===== src/rtl/sbd_pkg.sv =====
package sbd_pkg;

    localparam int RNG_W    = 9;
    localparam int ST_W     = 6;
    localparam int ST_MAX   = 62;
    localparam int LPS_W    = 8;
    localparam int RNG_INIT = 510;

    typedef struct packed {
        logic            mps;
        logic [ST_W-1:0] st;
    } ctx_state_t;

    typedef enum logic [1:0] {
        M_INIT   = 2'd0,
        M_RUN    = 2'd1,
        M_RENORM = 2'd2
    } dec_mode_e;

    // probability of the unlikely value in Q16, decaying geometrically with state
    function automatic int unlikely_prob(input int s);
        int p;
        p = 32768;
        for (int i = 0; i < s; i++) p = (p * 243) >> 8;
        return p;
    endfunction

    // unlikely subrange width for a state and a quarter of the interval
    function automatic int unlikely_width(input int s, input int q);
        int v;
        v = (unlikely_prob(s) * 32 * (2 * q + 9)) >> 16;
        if (v < 6) v = 6;
        return v;
    endfunction

    function automatic logic [ST_W-1:0] st_on_likely(input logic [ST_W-1:0] s);
        return (s >= ST_W'(ST_MAX)) ? ST_W'(ST_MAX) : s + ST_W'(1);
    endfunction

    function automatic logic [ST_W-1:0] st_on_unlikely(input logic [ST_W-1:0] s);
        return (s == '0) ? '0 : s - ST_W'(1) - (s >> 2);
    endfunction

endpackage


===== src/rtl/sbd_lps_rom.sv =====
module sbd_lps_rom
    import sbd_pkg::*;
(
    input  logic [ST_W-1:0]  st_i,
    input  logic [1:0]       q_i,
    output logic [LPS_W-1:0] lps_o
);
    localparam int N_ST = 1 << ST_W;

    logic [LPS_W-1:0] tab [N_ST][4];

    for (genvar s = 0; s < N_ST; s++) begin : g_st
        for (genvar q = 0; q < 4; q++) begin : g_q
            localparam int W = unlikely_width(s, q);
            assign tab[s][q] = LPS_W'(W);
        end
    end

    assign lps_o = tab[st_i][q_i];
endmodule


===== src/rtl/sbd_ctx_store.sv =====
module sbd_ctx_store
    import sbd_pkg::*;
#(
    parameter int DEPTH = 64,
    parameter int NRD   = 3,
    parameter int AW    = $clog2(DEPTH)
) (
    input  logic       clk,
    input  logic       rst_n,
    input  logic       we_i,
    input  logic [AW-1:0] waddr_i,
    input  ctx_state_t wdata_i,
    input  logic [AW-1:0] raddr_i [NRD],
    output ctx_state_t rdata_o [NRD]
);
    ctx_state_t mem_q [DEPTH];
    ctx_state_t mem_d [DEPTH];

    always_comb begin
        mem_d = mem_q;
        if (we_i) mem_d[waddr_i] = wdata_i;
    end

    always_ff @(posedge clk) begin
        if (!rst_n) begin
            for (int i = 0; i < DEPTH; i++) mem_q[i] <= '0;
        end else begin
            mem_q <= mem_d;
        end
    end

    // a read of the entry being written this cycle returns the new value
    for (genvar r = 0; r < NRD; r++) begin : g_rd
        assign rdata_o[r] = (we_i && (waddr_i == raddr_i[r])) ? wdata_i : mem_q[raddr_i[r]];
    end
endmodule


===== src/rtl/sbd_next_ctx.sv =====
module sbd_next_ctx
    import sbd_pkg::*;
#(
    parameter int CTX_W    = 6,
    parameter int MAX_BINS = 8,
    parameter int CTX_SPAN = 4,
    parameter int K_W      = $clog2(MAX_BINS)
) (
    input  logic [CTX_W-1:0] base_i,
    input  logic [K_W-1:0]   k_i,
    input  logic             bin_i,
    output logic [CTX_W-1:0] cand_ctx_o [2],
    input  ctx_state_t       cand_cs_i [2],
    output logic             nxt_v_o,
    output logic [CTX_W-1:0] nxt_ctx_o,
    output logic [K_W-1:0]   nxt_k_o,
    output ctx_state_t       nxt_cs_o
);
    localparam logic [K_W-1:0] K_LAST  = K_W'(MAX_BINS - 1);
    localparam logic [K_W-1:0] OFF_TOP = K_W'(CTX_SPAN - 1);

    logic           cand_v [2];
    logic [K_W-1:0] cand_k [2];

    // one candidate per possible value of the bin still being decoded
    for (genvar g = 0; g < 2; g++) begin : g_cand
        logic [K_W-1:0] off;
        assign cand_k[g]     = k_i + K_W'(1);
        assign cand_v[g]     = (g != 0) && (k_i != K_LAST);
        assign off           = (cand_k[g] > OFF_TOP) ? OFF_TOP : cand_k[g];
        assign cand_ctx_o[g] = base_i + CTX_W'(off);
    end

    assign nxt_v_o   = bin_i ? cand_v[1]     : cand_v[0];
    assign nxt_ctx_o = bin_i ? cand_ctx_o[1] : cand_ctx_o[0];
    assign nxt_k_o   = bin_i ? cand_k[1]     : cand_k[0];
    assign nxt_cs_o  = bin_i ? cand_cs_i[1]  : cand_cs_i[0];
endmodule


===== src/rtl/spec_bin_decoder.sv =====
module spec_bin_decoder
    import sbd_pkg::*;
#(
    parameter int CTX_DEPTH = 64,
    parameter int MAX_BINS  = 8,
    parameter int CTX_SPAN  = 4
) (
    input  logic                         clk,
    input  logic                         rst_n,
    input  logic                         start_i,
    input  logic [$clog2(CTX_DEPTH)-1:0] start_ctx_i,
    input  logic                         start_bypass_i,
    input  logic                         bit_i,
    input  logic                         bit_valid_i,
    output logic                         bit_ready_o,
    output logic                         bin_valid_o,
    output logic                         bin_o,
    output logic                         se_done_o
);
    localparam int CTX_W = $clog2(CTX_DEPTH);
    localparam int K_W   = $clog2(MAX_BINS);
    localparam int CNT_W = $clog2(RNG_W + 1);

    typedef struct packed {
        dec_mode_e        mode;
        logic [CNT_W-1:0] icnt;
        logic [RNG_W-1:0] rng;
        logic [RNG_W-1:0] off;
        logic             slot_v;
        logic [CTX_W-1:0] slot_ctx;
        logic [K_W-1:0]   slot_k;
        ctx_state_t       slot_cs;
        logic [CTX_W-1:0] base;
        logic             byp;
        logic             bin_v;
        logic             bin;
        logic             done;
    } dec_reg_t;

    dec_reg_t r_q, r_d;

    // stage one: speculative next-context selection
    logic [CTX_W-1:0] rd_addr [3];
    ctx_state_t       rd_data [3];
    logic [CTX_W-1:0] cand_ctx [2];
    ctx_state_t       cand_cs [2];
    logic             nxt_v;
    logic [CTX_W-1:0] nxt_ctx;
    logic [K_W-1:0]   nxt_k;
    ctx_state_t       nxt_cs;
    logic             bin_val;

    // stage two datapath
    logic             wr_en;
    ctx_state_t       wr_cs;
    logic [LPS_W-1:0] lps;
    logic [RNG_W-1:0] rmps;
    logic [RNG_W:0]   ext, ext_sub;
    logic             byp_hit, lps_hit, take, fire;

    assign rd_addr[0]  = cand_ctx[0];
    assign rd_addr[1]  = cand_ctx[1];
    assign rd_addr[2]  = start_ctx_i;
    assign cand_cs[0]  = rd_data[0];
    assign cand_cs[1]  = rd_data[1];

    sbd_next_ctx #(
        .CTX_W(CTX_W), .MAX_BINS(MAX_BINS), .CTX_SPAN(CTX_SPAN), .K_W(K_W)
    ) u_next (
        .base_i(r_q.base), .k_i(r_q.slot_k), .bin_i(bin_val),
        .cand_ctx_o(cand_ctx), .cand_cs_i(cand_cs),
        .nxt_v_o(nxt_v), .nxt_ctx_o(nxt_ctx), .nxt_k_o(nxt_k), .nxt_cs_o(nxt_cs)
    );

    sbd_ctx_store #(.DEPTH(CTX_DEPTH), .NRD(3), .AW(CTX_W)) u_store (
        .clk(clk), .rst_n(rst_n), .we_i(wr_en), .waddr_i(r_q.slot_ctx),
        .wdata_i(wr_cs), .raddr_i(rd_addr), .rdata_o(rd_data)
    );

    sbd_lps_rom u_rom (.st_i(r_q.slot_cs.st), .q_i(r_q.rng[7:6]), .lps_o(lps));

    assign bit_ready_o = (r_q.mode == M_INIT) || (r_q.mode == M_RENORM) ||
                         ((r_q.mode == M_RUN) && r_q.slot_v && r_q.byp);
    assign take    = bit_valid_i && bit_ready_o;
    assign rmps    = r_q.rng - RNG_W'(lps);
    assign lps_hit = (r_q.off >= rmps);
    assign ext     = {r_q.off, bit_i};
    assign byp_hit = (ext >= {1'b0, r_q.rng});
    assign ext_sub = ext - {1'b0, r_q.rng};
    assign bin_val = r_q.byp ? byp_hit : (lps_hit ? ~r_q.slot_cs.mps : r_q.slot_cs.mps);
    assign fire    = (r_q.mode == M_RUN) && r_q.slot_v && (!r_q.byp || bit_valid_i);

    always_comb begin
        r_d       = r_q;
        r_d.bin_v = 1'b0;
        r_d.done  = 1'b0;
        wr_en     = 1'b0;
        wr_cs     = r_q.slot_cs;

        unique case (r_q.mode)
            M_INIT: if (take) begin
                r_d.off  = {r_q.off[RNG_W-2:0], bit_i};
                r_d.icnt = r_q.icnt + CNT_W'(1);
                if (r_q.icnt == CNT_W'(RNG_W - 1)) r_d.mode = M_RUN;
            end
            M_RENORM: if (take) begin
                r_d.rng = {r_q.rng[RNG_W-2:0], 1'b0};
                r_d.off = {r_q.off[RNG_W-2:0], bit_i};
                if (r_q.rng[RNG_W-2]) r_d.mode = M_RUN;
            end
            default: if (fire) begin
                if (r_q.byp) begin
                    r_d.off = byp_hit ? ext_sub[RNG_W-1:0] : ext[RNG_W-1:0];
                end else begin
                    wr_en = 1'b1;
                    if (lps_hit) begin
                        r_d.rng  = RNG_W'(lps);
                        r_d.off  = r_q.off - rmps;
                        wr_cs.st = st_on_unlikely(r_q.slot_cs.st);
                        if (r_q.slot_cs.st == '0) wr_cs.mps = ~r_q.slot_cs.mps;
                    end else begin
                        r_d.rng  = rmps;
                        wr_cs.st = st_on_likely(r_q.slot_cs.st);
                    end
                    if (!r_d.rng[RNG_W-1]) r_d.mode = M_RENORM;
                end
                r_d.bin_v    = 1'b1;
                r_d.bin      = bin_val;
                r_d.done     = !nxt_v;
                r_d.slot_v   = nxt_v;
                r_d.slot_ctx = nxt_ctx;
                r_d.slot_k   = nxt_k;
                r_d.slot_cs  = nxt_cs;
            end
        endcase

        if (start_i && !r_q.slot_v) begin
            r_d.slot_v   = 1'b1;
            r_d.slot_ctx = start_ctx_i;
            r_d.slot_k   = '0;
            r_d.slot_cs  = rd_data[2];
            r_d.base     = start_ctx_i;
            r_d.byp      = start_bypass_i;
        end
    end

    always_ff @(posedge clk) begin
        if (!rst_n) begin
            r_q      <= '0;
            r_q.mode <= M_INIT;
            r_q.rng  <= RNG_W'(RNG_INIT);
        end else begin
            r_q <= r_d;
        end
    end

    assign bin_valid_o = r_q.bin_v;
    assign bin_o       = r_q.bin;
    assign se_done_o   = r_q.done;

    // views of internal state for the bound checker
    logic             chk_run, chk_init;
    logic [RNG_W-1:0] chk_rng, chk_off;
    logic             chk_slot_v, chk_byp;
    logic [CTX_W-1:0] chk_base;
    assign chk_run    = (r_q.mode == M_RUN);
    assign chk_init   = (r_q.mode == M_INIT);
    assign chk_rng    = r_q.rng;
    assign chk_off    = r_q.off;
    assign chk_slot_v = r_q.slot_v;
    assign chk_byp    = r_q.byp;
    assign chk_base   = r_q.base;
endmodule


===== config.mk =====
export PLATFORM = sky130hd
export DESIGN_NAME = spec_bin_decoder
export DESIGN_NICKNAME = d
export VERILOG_FILES = /design/src/rtl/sbd_pkg.sv /design/src/rtl/sbd_lps_rom.sv /design/src/rtl/sbd_ctx_store.sv /design/src/rtl/sbd_next_ctx.sv /design/src/rtl/spec_bin_decoder.sv
export SDC_FILE = /design/constraint.sdc
export NUM_CORES = 1
export LEC_CHECK = 0
export BUFFER_PORTS_ARGS = -buffer_cell sky130_fd_sc_hd__buf_2
export CAP_MARGIN = 40
export CORE_ASPECT_RATIO = 0.75
export CORE_MARGIN = 4
export CORE_UTILIZATION = 50
export DETAILED_ROUTE_END_ITERATION = 10
export PLACE_DENSITY = 0.65
export REMOVE_ABC_BUFFERS = 1
export SYNTH_ARGS = -nofsm -noshare
export SYNTH_HDL_FRONTEND = slang
export SYNTH_SLANG_ARGS = --single-unit

===== constraint.sdc =====
create_clock -name clk -period 7.45 [get_ports clk]
set_clock_uncertainty 0.05 [all_clocks]
set_input_delay 1.8625 -clock clk [delete_from_list [all_inputs] [get_ports clk]]
set_output_delay 1.8625 -clock clk [all_outputs]
set_load 0.01 [all_outputs]

## Word level (Yosys, flattened, before mapping)

Memory sizes are Yosys's and may differ from the RTL's.
Cells that the tools add are included.

| storage, ports and cells | value |
|---|---|
| input port bits | 12 |
| flip-flop bits (word level) | 499 |
| memories kept | 1 |
| output and inout port bits | 4 |
| bits in writable memories | 0 |
| ROM bits | 2048 |
| logic and storage cells | 271 |
| bits in latches | 0 |

| cells by class | value |
|---|---|
| $mul | 0 |
| shift operators | 0 |
| $add $sub $neg | 9 |
| magnitude comparators | 10 |
| eq/ne operators | 14 |
| div/mod/pow operators | 0 |
| multiplexer cells | 55 |
| reduce and logical (&&, ||, !) cells | 30 |
| bitwise gates (word level) | 10 |

Memory list:

| memory | words | width | rd ports | clocked after memory_dff | write ports | line | text |
|---|---|---|---|---|---|---|---|
| (no name shown) | 64 | 32 | 1 | 0 | 0 | sbd_lps_rom.sv:19 | `assign lps_o = tab[st_i][q_i];` |

Operator list:

| kind | count |
|---|---|
| 448-bit bitwise mux | 1 |
| 7-bit binary-select mux with 6-bit select | 2 |
| 9-bit 2-to-1 mux | 9 |
| 7-bit 2-to-1 mux | 10 |
| 32-bit 2-to-1 mux | 2 |
| 7-bit demux with 6-bit select | 1 |
| 9-bit case mux with 2 select lines | 2 |
| 35-bit 2-to-1 mux | 1 |
| 7-bit greater-or-equal comparator, second input constant | 4 |
| 6-bit NOT with 7-bit output | 4 |
| 24-bit 2-to-1 mux | 1 |
| 6-bit 2-to-1 mux | 4 |
| 18-bit 2-to-1 mux | 1 |
| 9-bit subtractor | 2 |
| 17-bit 2-to-1 mux | 1 |
| 8-bit binary-select mux with 2-bit select | 1 |
| 8-bit 2-to-1 mux | 2 |
| 6-bit == test | 2 |
| 2-bit 2-to-1 mux | 6 |
| 10-bit by 9-bit greater-or-equal comparator with 1-bit output | 1 |
| 9-bit greater-or-equal comparator | 1 |
| 9-bit by 8-bit subtractor with 9-bit output | 1 |
| 1-bit logical AND | 8 |
| 1-bit 2-to-1 mux | 8 |
| 34 further kinds | 53 |

## Depth between registers and ports, before layout

| logic depth | value |
|---|---|
| depth in word-level cells | 17 |
| mapped depth | 31 |
| depth with buffers taken out | 26 |

## Cells and area by module

Synthesis repeated with hierarchy kept, for this count alone.

| unflattened totals | value |
|---|---|
| cells, all modules | 3948 |
| area, all modules | 35875.7 um^2 |

By module, submodules not included:

| module | times used | area an instance (um^2) | cells each |
|---|---|---|---|
| sbd_ctx_store | 1 | 29017.8 | 3014 |
| spec_bin_decoder | 1 | 4077.7 | 528 |
| sbd_lps_rom | 1 | 2386.0 | 358 |
| sbd_next_ctx | 1 | 394.1 | 48 |

## Worst setup path after synthesis

Ideal clock, no wire load.

| path | value |
|---|---|
| path kind | reg-to-reg |
| start point | register r_q[11] in the netlist's numbering |
| end point | register u_store.mem_q[100] in the netlist's numbering |
| path slack | 1064 ps |
| buffers on the path | 6 |
| data required time | 7264 ps |
| stages on the path, launching flop included | 28 |
| clock period less this slack | 6386 ps |
| data arrival time | 6201 ps |
| cell sequence | dfxtp_1 -> clkbuf_1 -> inv_1 -> ha_1 -> clkbuf_1 -> xor2_1 -> nor2_1 -> a21oi_1 -> mux4_2 -> mux4_2 -> fa_1 -> a21o_1 -> a21oi_1 -> o21bai_1 -> a21oi_1 -> xor2_1 -> ha_1 -> buf_2 -> a21o_1 -> a21oi_2 -> a21boi_1 -> or3_1 -> buf_2 -> or4_1 -> o221ai_1 -> buf_2 -> buf_4 -> a211oi_1 |

| on the way | value |
|---|---|
| word-level cells in the longest chain between the ends | 14 |
| elaborated cells on any way between the ends | 21 |

Ends and longest elaborated chain:

| item | line | text |
|---|---|---|
| start, declared | spec_bin_decoder.sv:40 | `dec_reg_t r_q, r_d;` |
| start signal, assigned | spec_bin_decoder.sv:153 | `r_q <= r_d;` |
| 6-bit NOT with 7-bit output (not written as such) | sbd_lps_rom.sv:19 |  |
| memory read 64 x 32 bit | n/a |  |
| 32-bit 2-to-1 mux (not written as such) (2 in a row) | sbd_lps_rom.sv:19 |  |
| 8-bit binary-select mux with 2-bit select | sbd_lps_rom.sv:19 |  |
| 8-bit 2-to-1 mux (not written as such) (2 in a row) | sbd_lps_rom.sv:19 |  |
| 9-bit by 8-bit subtractor with 9-bit output | spec_bin_decoder.sv:85 | `assign rmps = r_q.rng - RNG_W'(lps);` |
| 9-bit greater-or-equal comparator | spec_bin_decoder.sv:86 | `assign lps_hit = (r_q.off >= rmps);` |
| 6-bit 2-to-1 mux (*) | spec_bin_decoder.sv:116 | `if (lps_hit) begin` |
| 7-bit 2-to-1 mux (*) | spec_bin_decoder.sv:112 | `if (r_q.byp) begin` |
| 7-bit 2-to-1 mux (*) | spec_bin_decoder.sv:111 | `default: if (fire) begin` |
| 7-bit 2-to-1 mux (*) | spec_bin_decoder.sv:100 | `unique case (r_q.mode)` |
| 448-bit bitwise mux (*) | sbd_ctx_store.sv:21 | `if (we_i) mem_d[waddr_i] = wdata_i;` |
| end signal, assigned | sbd_ctx_store.sv:28 | `mem_q <= mem_d;` |
| end, declared | sbd_ctx_store.sv:16 | `ctx_state_t mem_q [DEPTH];` |

Mark *: on every way between the ends. The rest lies on a longest branch, timed or not. The select of a mux whose other input is x is not followed.
A chain may end at the register's enable or synchronous reset.

## Worst setup path in the final report

| path | value |
|---|---|
| start point | register r_q[11] in the netlist's numbering |
| end point | register u_store.mem_q[5] in the netlist's numbering |

Same word-level chain as after synthesis.

==> metrics.md <==
| Metric | Value |
|---|---|
| Top routing layer used | `met5` |
| Hold EP | `r_q[19]$_SDFFE_PP0P_` |
| Routed wl met2 | `42200 um` |
| Initial Util | `0.510` |
| Final setup fails | `0` |
| Design area | `32100 um2` |
| Worst r2r path cells | `27` |
| FP Rows | `76` |
| Clock Root Buffer | `clkbuf_16` |
| Simple-Gate Fraction of Synth Area | `0.132` |
| Post-synth ARST share | `0` |
| Leak Pwr | `0.0107 uW` |
| Switching part of the total power | `0.281` |
| Run status | `finished, final reports clean` |
| Critical Path AT | `7500 ps` |
| Max Clk Rate | `0.143 GHz` |
| Crit Path Max Fanout | `56` |
| Buf+Inv Stages, Crit Path | `4` |
| Largest family of logic cells by synthesized area | `multiplexers` |
| R2R Setup Slk | `440 ps` |
| Worst path most repeated cell | `ha_1` |
| Synth warn | `0` |
| Worst Path Required | `7930 ps` |
| Switching power total | `1770 uW` |
| Placer congestion estimate | `0.964` |
| RSZ-0062 raised after global routing | `false` |
| Final period util | `0.941` |
| Final hold slack | `434 ps` |
| Finished Layout Cells | `3796` |
| Layout cell share with drive strength beyond 1 | `0.167` |
| Hold Startpoint | `r_q[19]$_SDFFE_PP0P_` |
| WHS Path Cells | `2` |
| Fin nets | `3058` |
| Finished Core Util | `0.555` |
| Peak VDD IR | `0.179 mV` |
| Area Overhead vs Synth | `8.77%` |
| Drt pass-1 iters | `6` |
| Post-synth top cells | `nor2_1 (546), dfxtp_1 (499), a211oi_1 (284)` |
| Die Footprint | `63000 um2` |
| Post-layout min period | `7010 ps` |
| Post-Synth Adder-Cell Area | `0.0301` |
| Synth Flop Type | `dfxtp_1` |
| Post-synth cell types | `84` |
| Fillcell total | `5027` |
| Hold_buf cts | `0` |
| First-pass GRT wire length | `151000 um` |
| Die Height | `218 um` |
| Total wire length | `97900 um` |
| WL per Instance | `25.8 um` |
| Top cells by area, synth | `dfxtp_1 (34%), mux4_2 (19%), a211oi_1 (7.2%), nor2_1 (6.9%), mux2i_1 (6.5%)` |
| Crit path max-delay family | `compound AO/OA/AOI/OAI gates` |
| Placed cell area | `30400 um2` |
| Reg2reg start | `r_q[11]$_SDFFE_PN0P_` |
| Internal cell power | `4530 uW` |
| Initial antenna violation count | `6` |
| Sequential-to-total area share from yosys stat | `0.338` |
| Clock-pin slew on the worst setup and hold paths | `60 ps` |
| Post-synth EDFFs | `0` |
| CTS Buf Count | `51` |
| Synth area leader | `dfxtp_1` |
| Hold Vio Cnt, Final | `0` |
| Clock sinks | `499` |
| CTS tree | `done` |
| Sequential power share | `0.428` |
| Met1 WL | `41800 um` |
| Total congestion overflow | `0` |
| I/O pin cnt | `16` |
| Post-synthesis mux area share | `0.255` |
| Pre-CTS setup slack | `483 ps` |
| Core region area | `57900 um2` |
| Die width | `289 um` |
| Fin. max-slew vios | `0` |
| Skew-Pair Late Insertion Delay | `630 ps` |
| Wire length on met3 | `10700 um` |
| Startpoint Class | `flip-flop` |
| Crit path largest cell delay | `610 ps` |
| Crit Path Class | `flip-flop to flip-flop` |
| GR Util All Layers | `0.306` |
| ANT cells | `0` |
| Top-count cell post-synth | `nor2_1` |
| Crit path from | `r_q[11]$_SDFFE_PN0P_` |
| Clock Power Share | `0.422` |
| Cell count after synthesis | `3122` |
| Placed Cells incl. Taps | `3705` |
| H-tree level count | `2` |
| Synth Area in Compound Gates | `0.174` |
| Power per Cell Area | `196 nW/um2` |
| IO Port Bufs | `15` |
| Worst path slowest cell | `ha_1` |
| Area share of xor/xnor cells in the synthesized design | `0.0128` |
| Largest net degree at the start of global routing | `264` |
| Syn_area_per_cell | `9.46 um2` |
| Slew margin rel. | `0.150` |
| Vias in the first global route | `24400` |
| Top-area cell type share of the netlist area | `0.338` |
| Clock tree buffer depth | `3` |
| Max-Cap Viols | `0` |
| Via/cell ratio | `6.76` |
| Reg-to-Reg End | `u_store.mem_q[5]$_SDFFE_PN0P_` |
| #FFs+latches synth | `499` |
| Routed Antenna Nets | `0` |
| Post-DP HPWL | `65300 um` |
| Vias | `25600` |
| Crit end category | `flip-flop` |
| Comb pwr share | `0.150` |
| Worst slew pin tran | `1280 ps` |
| DRC errors left | `0` |
| Synthesized area | `29500 um2` |
| Iter 0 DRT Violations | `3817` |
| Worst Hold Class | `flip-flop to flip-flop` |
| Worst Slack Setup Final | `436 ps` |
## worst reg2reg max path: stages, from the launching register on
cell and delay (ps):
dfxtp_1 320, buf_4 340, ha_1 610, inv_1 320
ha_1 270, a21oi_1 140, a21boi_0 320, a311o_1 160
mux4_2 300, ha_1 240, nor2b_1 130, o21a_1 170
o21ai_0 230, a21oi_1 140, o21ai_0 170, nand2b_1 90
xnor2_1 180, ha_1 420, nand4_1 150, or2_2 320
a21boi_1 210, or3_1 170, buf_4 250, mux2i_1 210
o22a_2 350, buf_12 290, nand2_1 200, a21oi_1 200
## state kept, by name, indices dropped and copies added (netlist names)
signal and count:
bin_o 1, bin_valid_o 1, chk_base 6, chk_byp 1, chk_off 9, chk_rng 9, chk_slot_v 1, r_q 22
se_done_o 1, u_store.mem_q 448
## metal layers
metal / vias to the layer above / global-route usage
met5: - / 0
met4: 8 / 0.0942
met3: 226 / 0.0710
met2: 1478 / 0.448
met1: 12700 / 0.451
li1: 11200 / -
## cell type report
cell class                      instances  area [um2]  share of cell area
Sequential cell                       499        9990               0.311
Inverter                               47         184             0.00573
Multi-Input combinational cell       2242       18000               0.559
Clock buffer                           76        1530              0.0477
Clock inverter                         15         194             0.00604
Timing Repair Buffer                  137        1270              0.0395
Tap cell                              780         976              0.0304
## placed cells by master, fill, tap and decap left out, types with 14 or more instances in the layout
| cell | instances |
|---|---|
| a21oi_1 | 155 |
| ha_1 | 61 |
| a211oi_1 | 284 |
| a21o_1 | 14 |
| a31oi_1 | 27 |
| nand2_1 | 212 |
| xnor2_1 | 26 |
| nor2_1 | 546 |
| nor3_1 | 22 |
| mux2i_1 | 192 |
| mux4_2 | 246 |
| dfxtp_1 | 496 |
| nand2b_1 | 20 |
| o21ai_0 | 119 |
| nor2b_1 | 27 |
| inv_1 | 42 |
| nand3_1 | 32 |
| clkbuf_16 | 52 |
| clkbuf_8 | 14 |
| buf_4 | 94 |
| nand4_1 | 22 |
## cells by family after synthesis
kind of cell / after synthesis
adders and majority gates: 68
AOI/OAI and AO/OA: 757
xor gates and xnor gates: 43
other: 1
buffers and inverters: 381
and+or+nand+nor: 929
DFF: 499
muxes: 444
## worst max path at each step
stage / endpoint / slack [ps] / cells past startpoint
after floorplan: u_store.mem_q[104]$_SDFFE_PN0P_ / -3260 / 19
after global placement: u_store.mem_q[39]$_SDFFE_PN0P_ / 630 / 25
after detailed placement: u_store.mem_q[60]$_SDFFE_PN0P_ / 480 / 25
after CTS: u_store.mem_q[319]$_SDFFE_PN0P_ / 490 / 25
after global routing: u_store.mem_q[5]$_SDFFE_PN0P_ / 2 / 27
final: u_store.mem_q[5]$_SDFFE_PN0P_ / 440 / 27
## power by group through the flow
stage | combinational [uW] | clock (uW) | sequential, uW
final | 946 | 2660 | 2700
after global routing | 1000 | 2800 | 2700
after CTS | 921 | 2690 | 2700
after detailed placement | 917 | 0 | 2760
after global placement | 897 | 0 | 2760
after floorplan | 564 | 0 | 2770
## stage by stage
step,setup TNS [ps],total power (uW)
after floorplan,-1074200,3330
after global placement,0,3650
after detailed placement,0,3670
after CTS,0,6310
after global routing,0,6500
final,0,6310
## repair_timing
action,in CTS,in global routing
buffers inserted,0,0
setup endpoints to repair,0,48
resized for setup,0,3
Note: power is estimated with default switching activity, not from simulation.
